**src/rtl/sdio_irq_det_pkg.sv**
```systemverilog
package sdio_irq_det_pkg;
    localparam int KIND_IDLE = 0;
    localparam int KIND_GAP  = 1;
    localparam int NUM_KINDS = 2;
    typedef logic [NUM_KINDS-1:0] kind_vec_t;
endpackage

```
**src/rtl/sdio_irq_line_sync.sv**
```systemverilog
module sdio_irq_line_sync #(
    parameter int SYNC_STAGES = 2,
    parameter int QUAL_CYCLES = 2
) (
    input  logic clk,
    input  logic rst_n,
    input  logic dat1_i,
    output logic low_ok_o
);
    localparam int CHAIN = SYNC_STAGES + QUAL_CYCLES - 1;

    typedef struct packed {
        logic [CHAIN-1:0] chain;
    } sync_st_t;

    sync_st_t st_d, st_q;

    // chain[0] is the newest sample; the oldest QUAL_CYCLES bits are synchronized
    always_comb begin
        st_d       = st_q;
        st_d.chain = {st_q.chain[CHAIN-2:0], dat1_i};
    end

    always_ff @(posedge clk or negedge rst_n) begin
        if (!rst_n) st_q <= '{chain: '1};
        else        st_q <= st_d;
    end

    assign low_ok_o = ~|st_q.chain[CHAIN-1 -: QUAL_CYCLES];
endmodule

```
**src/rtl/sdio_irq_window_sel.sv**
```systemverilog
module sdio_irq_window_sel
    import sdio_irq_det_pkg::*;
(
    input  logic      low_ok_i,
    input  logic      wide_mode_i,
    input  logic      data_busy_i,
    input  logic      blk_gap_i,
    input  kind_vec_t en_i,
    output kind_vec_t set_o
);
    always_comb begin
        set_o = '0;
        if (low_ok_i) begin
            if (!wide_mode_i || !data_busy_i) begin
                set_o[KIND_IDLE] = en_i[KIND_IDLE];
            end else if (blk_gap_i) begin
                set_o[KIND_GAP] = en_i[KIND_GAP];
            end
        end
    end
endmodule

```
**src/rtl/sdio_irq_flag_bank.sv**
```systemverilog
module sdio_irq_flag_bank #(
    parameter int NUM = 2
) (
    input  logic           clk,
    input  logic           rst_n,
    input  logic [NUM-1:0] set_i,
    input  logic [NUM-1:0] clr_i,
    output logic [NUM-1:0] flag_o
);
    typedef struct packed {
        logic [NUM-1:0] flags;
    } flag_st_t;

    flag_st_t st_d, st_q;

    always_comb begin
        st_d       = st_q;
        st_d.flags = (st_q.flags & ~clr_i) | set_i;
    end

    always_ff @(posedge clk or negedge rst_n) begin
        if (!rst_n) st_q <= '{flags: '0};
        else        st_q <= st_d;
    end

    assign flag_o = st_q.flags;

    for (genvar k = 0; k < NUM; k++) begin : g_chk
        a_r9_set_wins: assert property (@(posedge clk) disable iff (!rst_n)
            (set_i[k] && clr_i[k]) |=> flag_o[k]);
        a_r8_clear_drops: assert property (@(posedge clk) disable iff (!rst_n)
            (clr_i[k] && !set_i[k]) |=> !flag_o[k]);
        a_r8_sticky: assert property (@(posedge clk) disable iff (!rst_n)
            (flag_o[k] && !clr_i[k]) |=> flag_o[k]);
    end
endmodule

```
**src/rtl/sdio_irq_window_det.sv**
```systemverilog
module sdio_irq_window_det
    import sdio_irq_det_pkg::*;
#(
    parameter int SYNC_STAGES = 2,
    parameter int QUAL_CYCLES = 2
) (
    input  logic clk,
    input  logic rst_n,
    input  logic dat1_i,
    input  logic wide_mode_i,
    input  logic data_busy_i,
    input  logic blk_gap_i,
    input  logic en_idle_i,
    input  logic en_gap_i,
    input  logic clr_idle_i,
    input  logic clr_gap_i,
    output logic flag_idle_o,
    output logic flag_gap_o,
    output logic irq_o
);
    logic      low_ok;
    kind_vec_t en_vec, clr_vec, set_vec, flag_vec;

    always_comb begin
        en_vec             = '0;
        clr_vec            = '0;
        en_vec[KIND_IDLE]  = en_idle_i;
        en_vec[KIND_GAP]   = en_gap_i;
        clr_vec[KIND_IDLE] = clr_idle_i;
        clr_vec[KIND_GAP]  = clr_gap_i;
    end

    sdio_irq_line_sync #(
        .SYNC_STAGES(SYNC_STAGES),
        .QUAL_CYCLES(QUAL_CYCLES)
    ) i_sync (
        .clk     (clk),
        .rst_n   (rst_n),
        .dat1_i  (dat1_i),
        .low_ok_o(low_ok)
    );

    sdio_irq_window_sel i_win (
        .low_ok_i   (low_ok),
        .wide_mode_i(wide_mode_i),
        .data_busy_i(data_busy_i),
        .blk_gap_i  (blk_gap_i),
        .en_i       (en_vec),
        .set_o      (set_vec)
    );

    sdio_irq_flag_bank #(.NUM(NUM_KINDS)) i_flags (
        .clk   (clk),
        .rst_n (rst_n),
        .set_i (set_vec),
        .clr_i (clr_vec),
        .flag_o(flag_vec)
    );

    assign flag_idle_o = flag_vec[KIND_IDLE];
    assign flag_gap_o  = flag_vec[KIND_GAP];
    assign irq_o       = |(flag_vec & en_vec);

    a_r5_no_set_in_data: assert property (@(posedge clk) disable iff (!rst_n)
        (wide_mode_i && data_busy_i && !blk_gap_i) |-> (set_vec == '0));
    a_r6_rise_needs_low: assert property (@(posedge clk) disable iff (!rst_n)
        ($rose(flag_idle_o) || $rose(flag_gap_o)) |-> $past(low_ok));
    a_r10_quiet_no_irq: assert property (@(posedge clk) disable iff (!rst_n)
        (!flag_idle_o && !flag_gap_o) |-> !irq_o);
    a_r7_one_kind_per_cycle: assert property (@(posedge clk) disable iff (!rst_n)
        $onehot0(set_vec));
endmodule

```
**config.mk**
```make
export PLATFORM = sky130hd
export DESIGN_NAME = sdio_irq_window_det
export DESIGN_NICKNAME = d
export VERILOG_FILES = /design/src/rtl/sdio_irq_det_pkg.sv /design/src/rtl/sdio_irq_line_sync.sv /design/src/rtl/sdio_irq_window_sel.sv /design/src/rtl/sdio_irq_flag_bank.sv /design/src/rtl/sdio_irq_window_det.sv
export SDC_FILE = /design/constraint.sdc
export NUM_CORES = 1
export LEC_CHECK = 0
export BUFFER_PORTS_ARGS = -buffer_cell sky130_fd_sc_hd__buf_4
export CAP_MARGIN = 5
export CORE_AREA = 3 3 40 42
export CTS_CLUSTER_SIZE = 24
export DETAILED_ROUTE_END_ITERATION = 10
export DIE_AREA = 0 0 43 45
export HOLD_SLACK_MARGIN = 0.08
export RECOVER_POWER = 100
export SYNTH_ARGS = -nofsm -noshare
export SYNTH_HDL_FRONTEND = slang
export SYNTH_HIERARCHICAL = 1
export SYNTH_SLANG_ARGS = --single-unit
```
**constraint.sdc**
```tcl
create_clock -name clk -period 1.3 [get_ports clk]
set_clock_uncertainty 0.05 [all_clocks]
set_input_delay 0.195 -clock clk [delete_from_list [all_inputs] [get_ports clk]]
set_output_delay 0.195 -clock clk [all_outputs]
set_load 0.02 [all_outputs]
```
## Word-level counts from Yosys, hierarchy flattened

Cells that the tools add are included.

- Flip-flop bits (word level): 5
- Latch bits: 0
- Bits in writable memories: 0
- ROM bits: 0
- Input port bits: 10
- Output and inout port bits: 3
- Word-level logic and storage cells: 15
- Memories kept: 0

- Add/sub/neg operators: 0
- $mul: 0
- Divide/modulo/power cells: 0
- Order comparisons: 0
- Equal/unequal tests: 0
- Shift-type cells: 0
- Muxes and demuxes: 4
- Bitwise gates (word level): 4
- Reduce and logical (&&, ||, !) cells: 5

Operators with widths:

| operator | number |
|---|---|
| $and A2 B2 Y2 | 2 |
| $reduce_or A2 Y1 | 2 |
| $mux W1 | 3 |
| $logic_not A1 Y1 | 2 |
| $mux W2 | 1 |
| $not A2 Y2 | 1 |
| $or A2 B2 Y2 | 1 |
| $logic_or A1 B1 Y1 | 1 |

## Longest topological paths before layout

Gate-level depths: netlist of run 1.

- Depth in word-level cells: 5
- Mapped depth: 4
- Mapped depth without buffers: 4

## Modules after synthesis

Netlist of run 1, hierarchy kept.

By module, submodules not included:

| module | times used | cells an instance | area an instance (um^2) | seq. area each (um^2) |
|---|---|---|---|---|
| sdio_irq_line_sync | 1 | 4 | 82.6 | 78.8 |
| sdio_irq_flag_bank | 1 | 6 | 72.6 | 50.0 |
| sdio_irq_window_sel | 1 | 4 | 18.8 | 0.0 |
| sdio_irq_window_det | 1 | 1 | 8.8 | 0.0 |

## Worst setup path before layout of run 1

No wires, ideal clock.

- Path type: register to output
- From: register i_flags.st_q, in the netlist i_flags/flag_o[0]
- To: output irq_o
- Arrival: 0.771 ns
- Required time: 1.055 ns
- Setup slack: 0.284 ns
- Stages on the path, launching flop included: 2
- Path buffers: 0
- Cells stage by stage: dfrtp_1 -> a22o_1

- Longest elaborated chain between the ends: 2

Ends and longest elaborated chain:

| what | line | source |
|---|---|---|
| from (decl) | sdio_irq_flag_bank.sv:14 | `flag_st_t st_d, st_q;` |
| from (signal assigned) | sdio_irq_flag_bank.sv:22 | `if (!rst_n) st_q <= '{flags: '0};` |
| from (signal assigned) | sdio_irq_flag_bank.sv:23 | `else st_q <= st_d;` |
| $and A2 B2 Y2 | sdio_irq_window_det.sv:62 | `assign irq_o = \|(flag_vec & en_vec);` |
| $reduce_or A2 Y1 | sdio_irq_window_det.sv:62 |  |
| to (decl) | sdio_irq_window_det.sv:19 | `output logic irq_o` |

Every way passes these cells.

## Worst setup path in the final report of run 1

Same ends and word-level chain as after synthesis.

==> qor.csv, run 1 <==
stage;metric;value;unit
clocking;PostCTS Resize Cnt;0;
route;DRT iter0 DRCs;1;
finish;area of the multi-input gates;46.29;µm²
die;Die ar.;1935;µm²
route;vias;179;
route;antenna-violating nets left;0;
clocking;CTS H-tree lvls;1;
synthesis;most frequent cells after synthesis;3 x dfstp_2, 2 x a21o_1, 2 x dfrtp_1, 2 x inv_1, 2 x nor2_1;
clocking;CTS tree;built;
setup_path;CP startpoint kind;flip-flop;
finish;design area;326.6;µm²
placement;PortBufs;12;
global_route;antenna violations before repair;0;
sta;min Tclk post-route;1250;ps
placement;GP Congestion;0.6322;
finish;nets;44;
global_route;GRT overflow;0;
sta;final setup vio count;0;
route;WL per Instance;9.688;µm
run_status;status;complete, no violations;
finish;ANT cells;0;
sta;Peak Freq;800.2;MHz
finish;Seq. cell area;128.9;µm²
finish;Filler cells;137;
sta;final worst-path cycle share;96.13;%
synthesis;Post-synth EDFFs;0;
run;max_cap viols;0;
clocking;clk slew on worst S/H paths;40;ps
sta;Rel. slew slack;81.64;%
finish;Layout area overhead;78.77;%
global_route;vias in the first global route;169;
die;row count;13;
hold_path;Hold Path Class;in2reg;
sta;setup TNS;0;ps
route;M1 wire length;210;µm
setup_path;critical path peak fanout;3;
die;Die X;43;µm
sta;Final Hold Viols;0;
clocking;worst skew pair latency;240;ps
synthesis;number of synthesis warnings;6;
synthesis;post-synth top area share;43.15;%
route;Routed WL;465;µm
synthesis;Yosys cell types;9;
synthesis;top_reg_cell synth;dfstp_2;
route;Max Used Layer;met3;
setup_path;Worst Setup End Kind;primary output;
route;Pre-Repair DR Iteration Count;4;
die;Top-Level Pins;13;
placement;DP Worst Slack;292.2;ps
sta;Slew Limit Fails;0;
global_route;GRT Util Overall;6.287;%
route;DR vias/cell;3.729;
setup_path;Crit Path Class;reg2out;
clocking;cts bufs inserted;3;
sta;RSZ-0062 raised after global routing;no;
synthesis;Cells after Synth;15;
synthesis;Mapped Area;182.7;µm²
setup_path;worst path required time;1050;ps
die;Die Y-Extent;45;µm
power_and_ir_drop;LEAKAGE;0.1755;nW
placement;dpl cell area;291.5;µm²
synthesis;syn avg cell area;12.18;µm²
power_and_ir_drop;Power Density;1211;nW/µm²
clocking;Num Clock Sinks;5;
sta;worst-margin pin slew;275.4;ps
synthesis;ys async rst share;100.0;%
route;DRC violations left;0;
global_route;largest net degree at the start of global routing;6;
sta;Final WS setup;50.34;ps
synthesis;Synth area leaders;dfstp_2 43%, dfrtp_1 27%, a21o_1 8.2%;
synthesis;Synth Register Bits;5;
power_and_ir_drop;Worst IR Drop VDD;0.4682;mV
synthesis;Synthesized Nets;25;
die;Initial Util;14.22;%
route;routed wl met2;141;µm
route;metal3 WL;113;µm
clocking;Root Buffer Master;clkbuf_4;
synthesis;count leader, synth;dfstp_2;
clocking;Max Buffers Root-to-Sink;2;
setup_path;Critical Path AT;1000;ps
finish;ratio of cells with drive above 1 in the final layout;45.45;%
synthesis;post-synth top area cell;dfstp_2;
die;Core ar.;1285;µm²
global_route;first-pass GRT wire length;814;µm
synthesis;Seq/Total Area, Yosys;70.55;%
==> final timing paths <==
path | start | to | slack [ps] | depth (start not counted)
setup / recovery | i_flags/flag_o[0]$_DFF_PN0_ | irq_o | 50 | 2
hold / removal | clr_gap_i | i_flags/flag_o[1]$_DFF_PN0_ | 190 | 3
setup reg to reg | i_sync/st_q[1]$_DFF_PN1_ | i_flags/flag_o[0]$_DFF_PN0_ | 290 | 3
hold reg to reg | i_sync/st_q[0]$_DFF_PN1_ | i_sync/st_q[1]$_DFF_PN1_ | 300 | 0
max in group asynchronous | rst_n | i_sync/st_q[0]$_DFF_PN1_ | 630 | 2
min in group asynchronous | rst_n | i_flags/flag_o[0]$_DFF_PN0_ | 300 | 2
==> logic make-up after synthesis <==
group,share of synthesized area [%]
buffers and inverters,4.111
DFF,70.55
and+or+nand+nor,12.33
AOI/OAI and AO/OA,13.01
==> per-stage QoR <==
stage	utilization [%]	power (mW)	cells	hold slack, ps
after floorplan	-	0.1873	15	-150.6
after global placement	22.69	0.2209	42	-50.77
after detailed placement	22.69	0.2212	42	-47.96
after CTS	26.29	0.4121	48	175.9
after global routing	25.41	0.4255	48	171.8
final	25.41	0.3954	48	185.7
==> registers in the layout (all words and copies together), names as in the netlist <==
| name | flops |
|---|---|
| i_flags/flag_o | 2 |
| i_sync/st_q | 3 |
==> placed cells by master (no fill, tap or decap) <==
cell type	instances
a22o_1	1
buf_4	8
nor2_1	2
clkbuf_4	4
a21o_1	2
dfstp_2	3
clkbuf_1	4
and3_1	1
nand2_1	1
dlygate4sd3_1	2
nand3_1	1
dfrtp_1	2
inv_1	2
==> power by group <==
part           internal [mW]  leakage [nW]  switching, mW
combinational         0.0279         0.102         0.0197
clock                  0.116        0.0150         0.0605
sequential             0.168        0.0586        0.00383
total                  0.311         0.175         0.0840
==> what timing repair did <==
action / in CTS / in global routing
endpoints found under the setup margin: 0 / 0
endpoints found under the hold margin: 6 / 0
buffers inserted: 0 / 0
hold buffers: 2 / 0
==> routing by layer <==
metal  vias to the layer above  track usage (%)
li1                         85                -
met1                        77            7.125
met2                        17            7.485
met3                         0            7.171
met4                         0            1.807
met5                         -                0
==> critical path, cell delays in order, from the launching register on <==
cell and delay, ps:
dfrtp_1 380, a22o_1 230, buf_4 150
==> area by class of cell <==
class                      count  area share (%)
sequential                     5           39.46
tap                           15           5.747
multi-input combinational      8           14.18
inverter                       2           2.299
timing repair buffer          14           30.27
clock buffer                   4           8.046
(Power assumes the default switching activity.)
==> inputs of run 2 (changes only) <==
Settings changed: SETUP_SLACK_MARGIN set to 0.1.
==> qor.csv, run 2 (same netlist as run 1, synthesis figures left out) <==
stage;metric;value;unit
power_and_ir_drop;Power Density;1173;nW/µm²
sta;setup TNS;0;ps
clocking;clk slew on worst S/H paths;40;ps
die;Die Y-Extent;45;µm
route;vias;185;
setup_path;CP startpoint kind;flip-flop;
clocking;Max Buffers Root-to-Sink;2;
global_route;largest net degree at the start of global routing;6;
global_route;vias in the first global route;178;
setup_path;Critical Path AT;960;ps
setup_path;critical path peak fanout;2;
sta;Slew Limit Fails;0;
clocking;Root Buffer Master;clkbuf_4;
route;DRT iter0 DRCs;1;
clocking;CTS H-tree lvls;1;
finish;area of the multi-input gates;46.29;µm²
run;max_cap viols;0;
die;Die ar.;1935;µm²
die;Die X;43;µm
run_status;status;complete, no violations;
setup_path;worst path required time;1050;ps
die;Core ar.;1285;µm²
clocking;CTS tree;built;
die;row count;13;
hold_path;Hold Path Class;in2reg;
route;DRC violations left;0;
sta;Peak Freq;829.1;MHz
finish;ratio of cells with drive above 1 in the final layout;51.43;%
route;antenna-violating nets left;0;
placement;PortBufs;12;
route;Pre-Repair DR Iteration Count;4;
sta;Final WS setup;93.80;ps
global_route;GRT Util Overall;6.454;%
die;Top-Level Pins;13;
sta;final setup vio count;0;
finish;commonest non-fill, non-tap cells in the layout;9 x buf_4, 4 x clkbuf_4, 3 x clkbuf_1, 3 x dfstp_2;
power_and_ir_drop;Worst IR Drop VDD;0.4680;mV
clocking;cts bufs inserted;3;
die;Initial Util;14.22;%
global_route;first-pass GRT wire length;834;µm
sta;RSZ-0062 raised after global routing;yes;
finish;final core utilization;26.48;%
setup_path;Crit Path Class;reg2out;
finish;Layout area overhead;86.30;%
global_route;antenna violations before repair;0;
finish;Filler cells;141;
placement;dpl cell area;291.5;µm²
sta;final worst-path cycle share;92.78;%
global_route;GRT overflow;0;
finish;ANT cells;0;
finish;design area;340.3;µm²
sta;Rel. slew slack;81.64;%
setup_path;r2r setup slk;290;ps
finish;nets;46;
power_and_ir_drop;total power;0.3993;mW
route;Routed WL;492;µm
sta;worst-margin pin slew;275.5;ps
route;WL per Instance;9.840;µm
power_and_ir_drop;LEAKAGE;0.1887;nW
sta;Final Hold Viols;0;
finish;commonest non-fill, non-tap cell in the layout;buf_4;
clocking;worst skew pair latency;240;ps
finish;Seq. cell area;128.9;µm²
finish;max reg flops;3;
placement;DP Worst Slack;292.2;ps
finish;Reg with most FFs;i_sync/st_q;
setup_path;Worst Setup End Kind;primary output;
sta;min Tclk post-route;1206;ps
placement;GP Congestion;0.6322;
route;DR vias/cell;3.700;
clocking;Num Clock Sinks;5;
-- run 2: changes by cell type in the layout (fill, tap and decap cells not counted) --
cell	change
clkbuf_2	+2
buf_4	+1
clkbuf_1	-1
-- run 2: area by class of cell --
type	count	share of cell area, %
inverter	2	2.206
clock buffer	4	7.721
multi-input combinational	8	13.60
sequential	5	37.87
timing repair buffer	16	33.09
tap	15	5.515
-- run 2: routing by layer --
layer | global-route usage, % | routed length (µm)
met5 | 0 | 0
met4 | 1.807 | 0
met3 | 7.171 | 113
met2 | 8.084 | 163
met1 | 7.125 | 215
-- run 2: through the flow --
stage,hold WS (ps),std cells
floorplan,-150.6,15
global placement,-50.77,42
detailed placement,-47.96,42
CTS,175.9,50
global route,171.8,50
finish,186.4,50
-- run 2: critical path, cell delays in order (launching register included) --
cell      delay [ps]
dfrtp_1          370
a22o_1           200
clkbuf_2         150
-- run 2: worst paths after layout --
kind	start	end	depth (start not counted)
min reg2reg	i_sync/st_q[0]$_DFF_PN1_	i_sync/st_q[1]$_DFF_PN1_	0
max in group asynchronous	rst_n	i_sync/st_q[0]$_DFF_PN1_	2
max reg2reg	i_sync/st_q[1]$_DFF_PN1_	i_flags/flag_o[0]$_DFF_PN0_	3
min	clr_gap_i	i_flags/flag_o[1]$_DFF_PN0_	3
min in group asynchronous	rst_n	i_flags/flag_o[0]$_DFF_PN0_	2
max	i_flags/flag_o[0]$_DFF_PN0_	irq_o	2
-- run 2: where the power goes --
part | total [mW] | leakage [nW] | internal [mW] | switching [mW]
Sequential | 0.171 | 0.0586 | 0.168 | 0.00316
Combinational | 0.0522 | 0.115 | 0.0309 | 0.0212
Clock | 0.176 | 0.0150 | 0.116 | 0.0604
Total | 0.399 | 0.189 | 0.314 | 0.0848
-- run 2: repair_timing --
action,4_1_cts,5_1_grt
resized for setup,1,0
endpoints found under the setup margin,1,1
hold buffers,2,0
cloned,0,0
hold endpoints to repair,6,0
setup buffers,2,0
pin swaps,1,0
==> inputs of run 3 (changes only) <==
Settings changed: GPL_TIMING_DRIVEN set to 0, SETUP_SLACK_MARGIN 0.1 to unset, SYNTH_HIERARCHICAL 1 to unset.
==> qor.csv, run 3 <==
stage;metric;value;unit
clocking;clk slew on worst S/H paths;40;ps
route;Routed WL;471;µm
power_and_ir_drop;internal power;0.3155;mW
run_status;status;complete, no violations;
setup_path;Crit Path Class;reg2out;
synthesis;number of synthesis warnings;0;
route;vias;171;
power_and_ir_drop;clock share of power;43.4;%
route;antenna-violating nets left;0;
die;Core ar.;1285;µm²
die;Die X;43;µm
power_and_ir_drop;Flop pwr share;43.2;%
clocking;Max Buffers Root-to-Sink;2;
setup_path;Critical Path AT;1000;ps
placement;GP Congestion;0.8053;
synthesis;Synth area leaders;dfstp_2 42%, dfrtp_1 27%, a22o_1 9.3%;
synthesis;Cells after Synth;12;
finish;area of the multi-input gates;45.04;µm²
finish;Layout area overhead;78.67;%
synthesis;post-synth top area share;42.00;%
setup_path;critical path peak fanout;3;
die;Die Y-Extent;45;µm
power_and_ir_drop;Worst IR Drop VDD;0.4975;mV
setup_path;R2R Path Start;i_sync.st_q[1]$_DFF_PN1_;
clocking;worst skew pair latency;230;ps
placement;cell count after placement;39;
finish;max reg flops;3;
sta;setup TNS;0;ps
route;DR vias/cell;3.638;
power_and_ir_drop;Sw Ratio;20.70;%
synthesis;Post-synth EDFFs;0;
setup_path;ordered list of cells on the worst path;a22o_1 > buf_2;
synthesis;Seq/Total Area, Yosys;68.67;%
placement;PortBufs;12;
synthesis;Yosys cell types;8;
clocking;CTS H-tree lvls;1;
synthesis;count leader, synth;dfstp_2;
die;Top-Level Pins;13;
finish;final core utilization;26.10;%
global_route;vias in the first global route;193;
global_route;GRT Util Overall;5.946;%
sta;Peak Freq;800.3;MHz
sta;Slew Limit Fails;0;
synthesis;post-synth top area cell;dfstp_2;
hold_path;Hold Path Class;in2reg;
setup_path;r2r setup slk;360;ps
finish;commonest non-fill, non-tap cell in the layout;buf_4;
setup_path;Crit path largest cell delay;390;ps
clocking;Num Clock Sinks;5;
power_and_ir_drop;total power;0.3979;mW
sta;hold_ws;143.8;ps
route;Pre-Repair DR Iteration Count;2;
finish;Reg with most FFs;i_sync.st_q;
setup_path;Critical path destination;irq_o;
setup_path;worst path required time;1050;ps
clocking;Root Buffer Master;clkbuf_4;
clocking;CTS tree;built;
setup_path;CP max stage cell;dfrtp_1;
finish;Seq. cell area;128.9;µm²
setup_path;CP startpoint kind;flip-flop;
sta;final worst-path cycle share;96.12;%
synthesis;ys async rst share;100.0;%
sta;worst-margin pin slew;275.9;ps
setup_path;FF-to-FF path depth;2;
sta;Final Hold Viols;0;
setup_path;Worst Setup SP;i_flags.flag_o[0]$_DFF_PN0_;
synthesis;Mapped Area;187.7;µm²
power_and_ir_drop;sw power;0.08237;mW
die;Die ar.;1935;µm²
run;max_cap viols;0;
setup_path;r2r endpoint;i_flags.flag_o[0]$_DFF_PN0_;
global_route;first-pass GRT wire length;779;µm
finish;nets;43;
synthesis;Synth Register Bits;5;
finish;commonest non-fill, non-tap cells in the layout;9 x buf_4, 4 x clkbuf_4, 3 x clkbuf_1;
finish;Cell Count, Final, Fillers Out;47;
die;row count;13;
route;DRC violations left;0;
sta;Rel. slew slack;81.61;%
power_and_ir_drop;power share of the combinational group;13.3;%
global_route;GRT overflow;0;
sta;min Tclk post-route;1250;ps
route;WL per Instance;10.02;µm
power_and_ir_drop;LEAKAGE;0.1590;nW
finish;ANT cells;0;
sta;RSZ-0062 raised after global routing;no;
route;DRT iter0 DRCs;2;
sta;final setup vio count;0;
synthesis;top_reg_cell synth;dfstp_2;
synthesis;most frequent cells after synthesis;3 x dfstp_2, 2 x a22o_1, 2 x dfrtp_1;
synthesis;syn avg cell area;15.64;µm²
setup_path;Worst Setup End Kind;primary output;
finish;ratio of cells with drive above 1 in the final layout;53.13;%
finish;Filler cells;145;
die;Initial Util;14.61;%
power_and_ir_drop;Power Density;1187;nW/µm²
synthesis;Synthesized Nets;22;
global_route;largest net degree at the start of global routing;6;
clocking;cts bufs inserted;3;
global_route;antenna violations before repair;0;
==> run 3: worst min path at each step <==
stage                         start                     endpoint  slack (ps)  cells past startpoint
after global placement        rst_n  i_flags.flag_o[1]$_DFF_PN0_         -50                      1
after floorplan               rst_n  i_flags.flag_o[0]$_DFF_PN0_        -150                      0
final                     en_idle_i  i_flags.flag_o[0]$_DFF_PN0_         140                      2
after global routing      en_idle_i  i_flags.flag_o[0]$_DFF_PN0_         150                      2
after detailed placement      rst_n  i_flags.flag_o[1]$_DFF_PN0_         -50                      1
after CTS                 en_idle_i  i_flags.flag_o[0]$_DFF_PN0_         140                      2
==> run 3: area by class of cell <==
type	count	area share (%)
inverter	1	1.119
timing repair buffer	16	33.58
clock buffer	4	7.836
tap	15	5.597
multi-input combinational	6	13.43
sequential	5	38.43
==> run 3: repair_timing <==
item	CTS	global route
gates resized for setup	0	0
buffers inserted	0	2
hold buffers	2	0
hold endpoints to repair	6	0
endpoints found under the setup margin	0	1
==> run 3: cells by family after synthesis <==
| group | Yosys count | share of synthesized area, % |
|---|---|---|
| DFF | 5 | 68.67 |
| AOI/OAI and AO/OA | 4 | 22.67 |
| and+or+nand+nor | 2 | 6.671 |
| buffers and inverters | 1 | 1.998 |
==> run 3: power by group through the flow <==
stage | Sequential, mW | Clock, mW | Combinational (mW)
2_1_floorplan | 0.179 | 0 | 0.0102
6_report | 0.172 | 0.173 | 0.0531
5_1_grt | 0.172 | 0.200 | 0.0580
3_5_place_dp | 0.176 | 0 | 0.0488
4_1_cts | 0.174 | 0.186 | 0.0537
3_3_place_gp | 0.175 | 0 | 0.0471
==> run 3: worst max-delay path, delay by kind of cell, from the launching register on <==
kind	cells	cell delay (ps)
AOI/OAI and AO/OA	1	230
buffers and inverters	1	150
DFF	1	390
==> run 3: per-stage QoR <==
step	instance area, µm²	setup WS (ps)
3_5_place_dp	296.5	289.4
2_1_floorplan	187.7	284.1
6_report	335.3	50.42
3_3_place_gp	296.5	308.5
4_1_cts	342.8	30.67
5_1_grt	335.3	14.64
==> run 3: metal layers <==
metal / track usage [%] / part of all wire, %
met1: 6.373 / 48
met2: 7.485 / 36
met3: 5.578 / 15
met4: 3.614 / 0
met5: 0 / 0
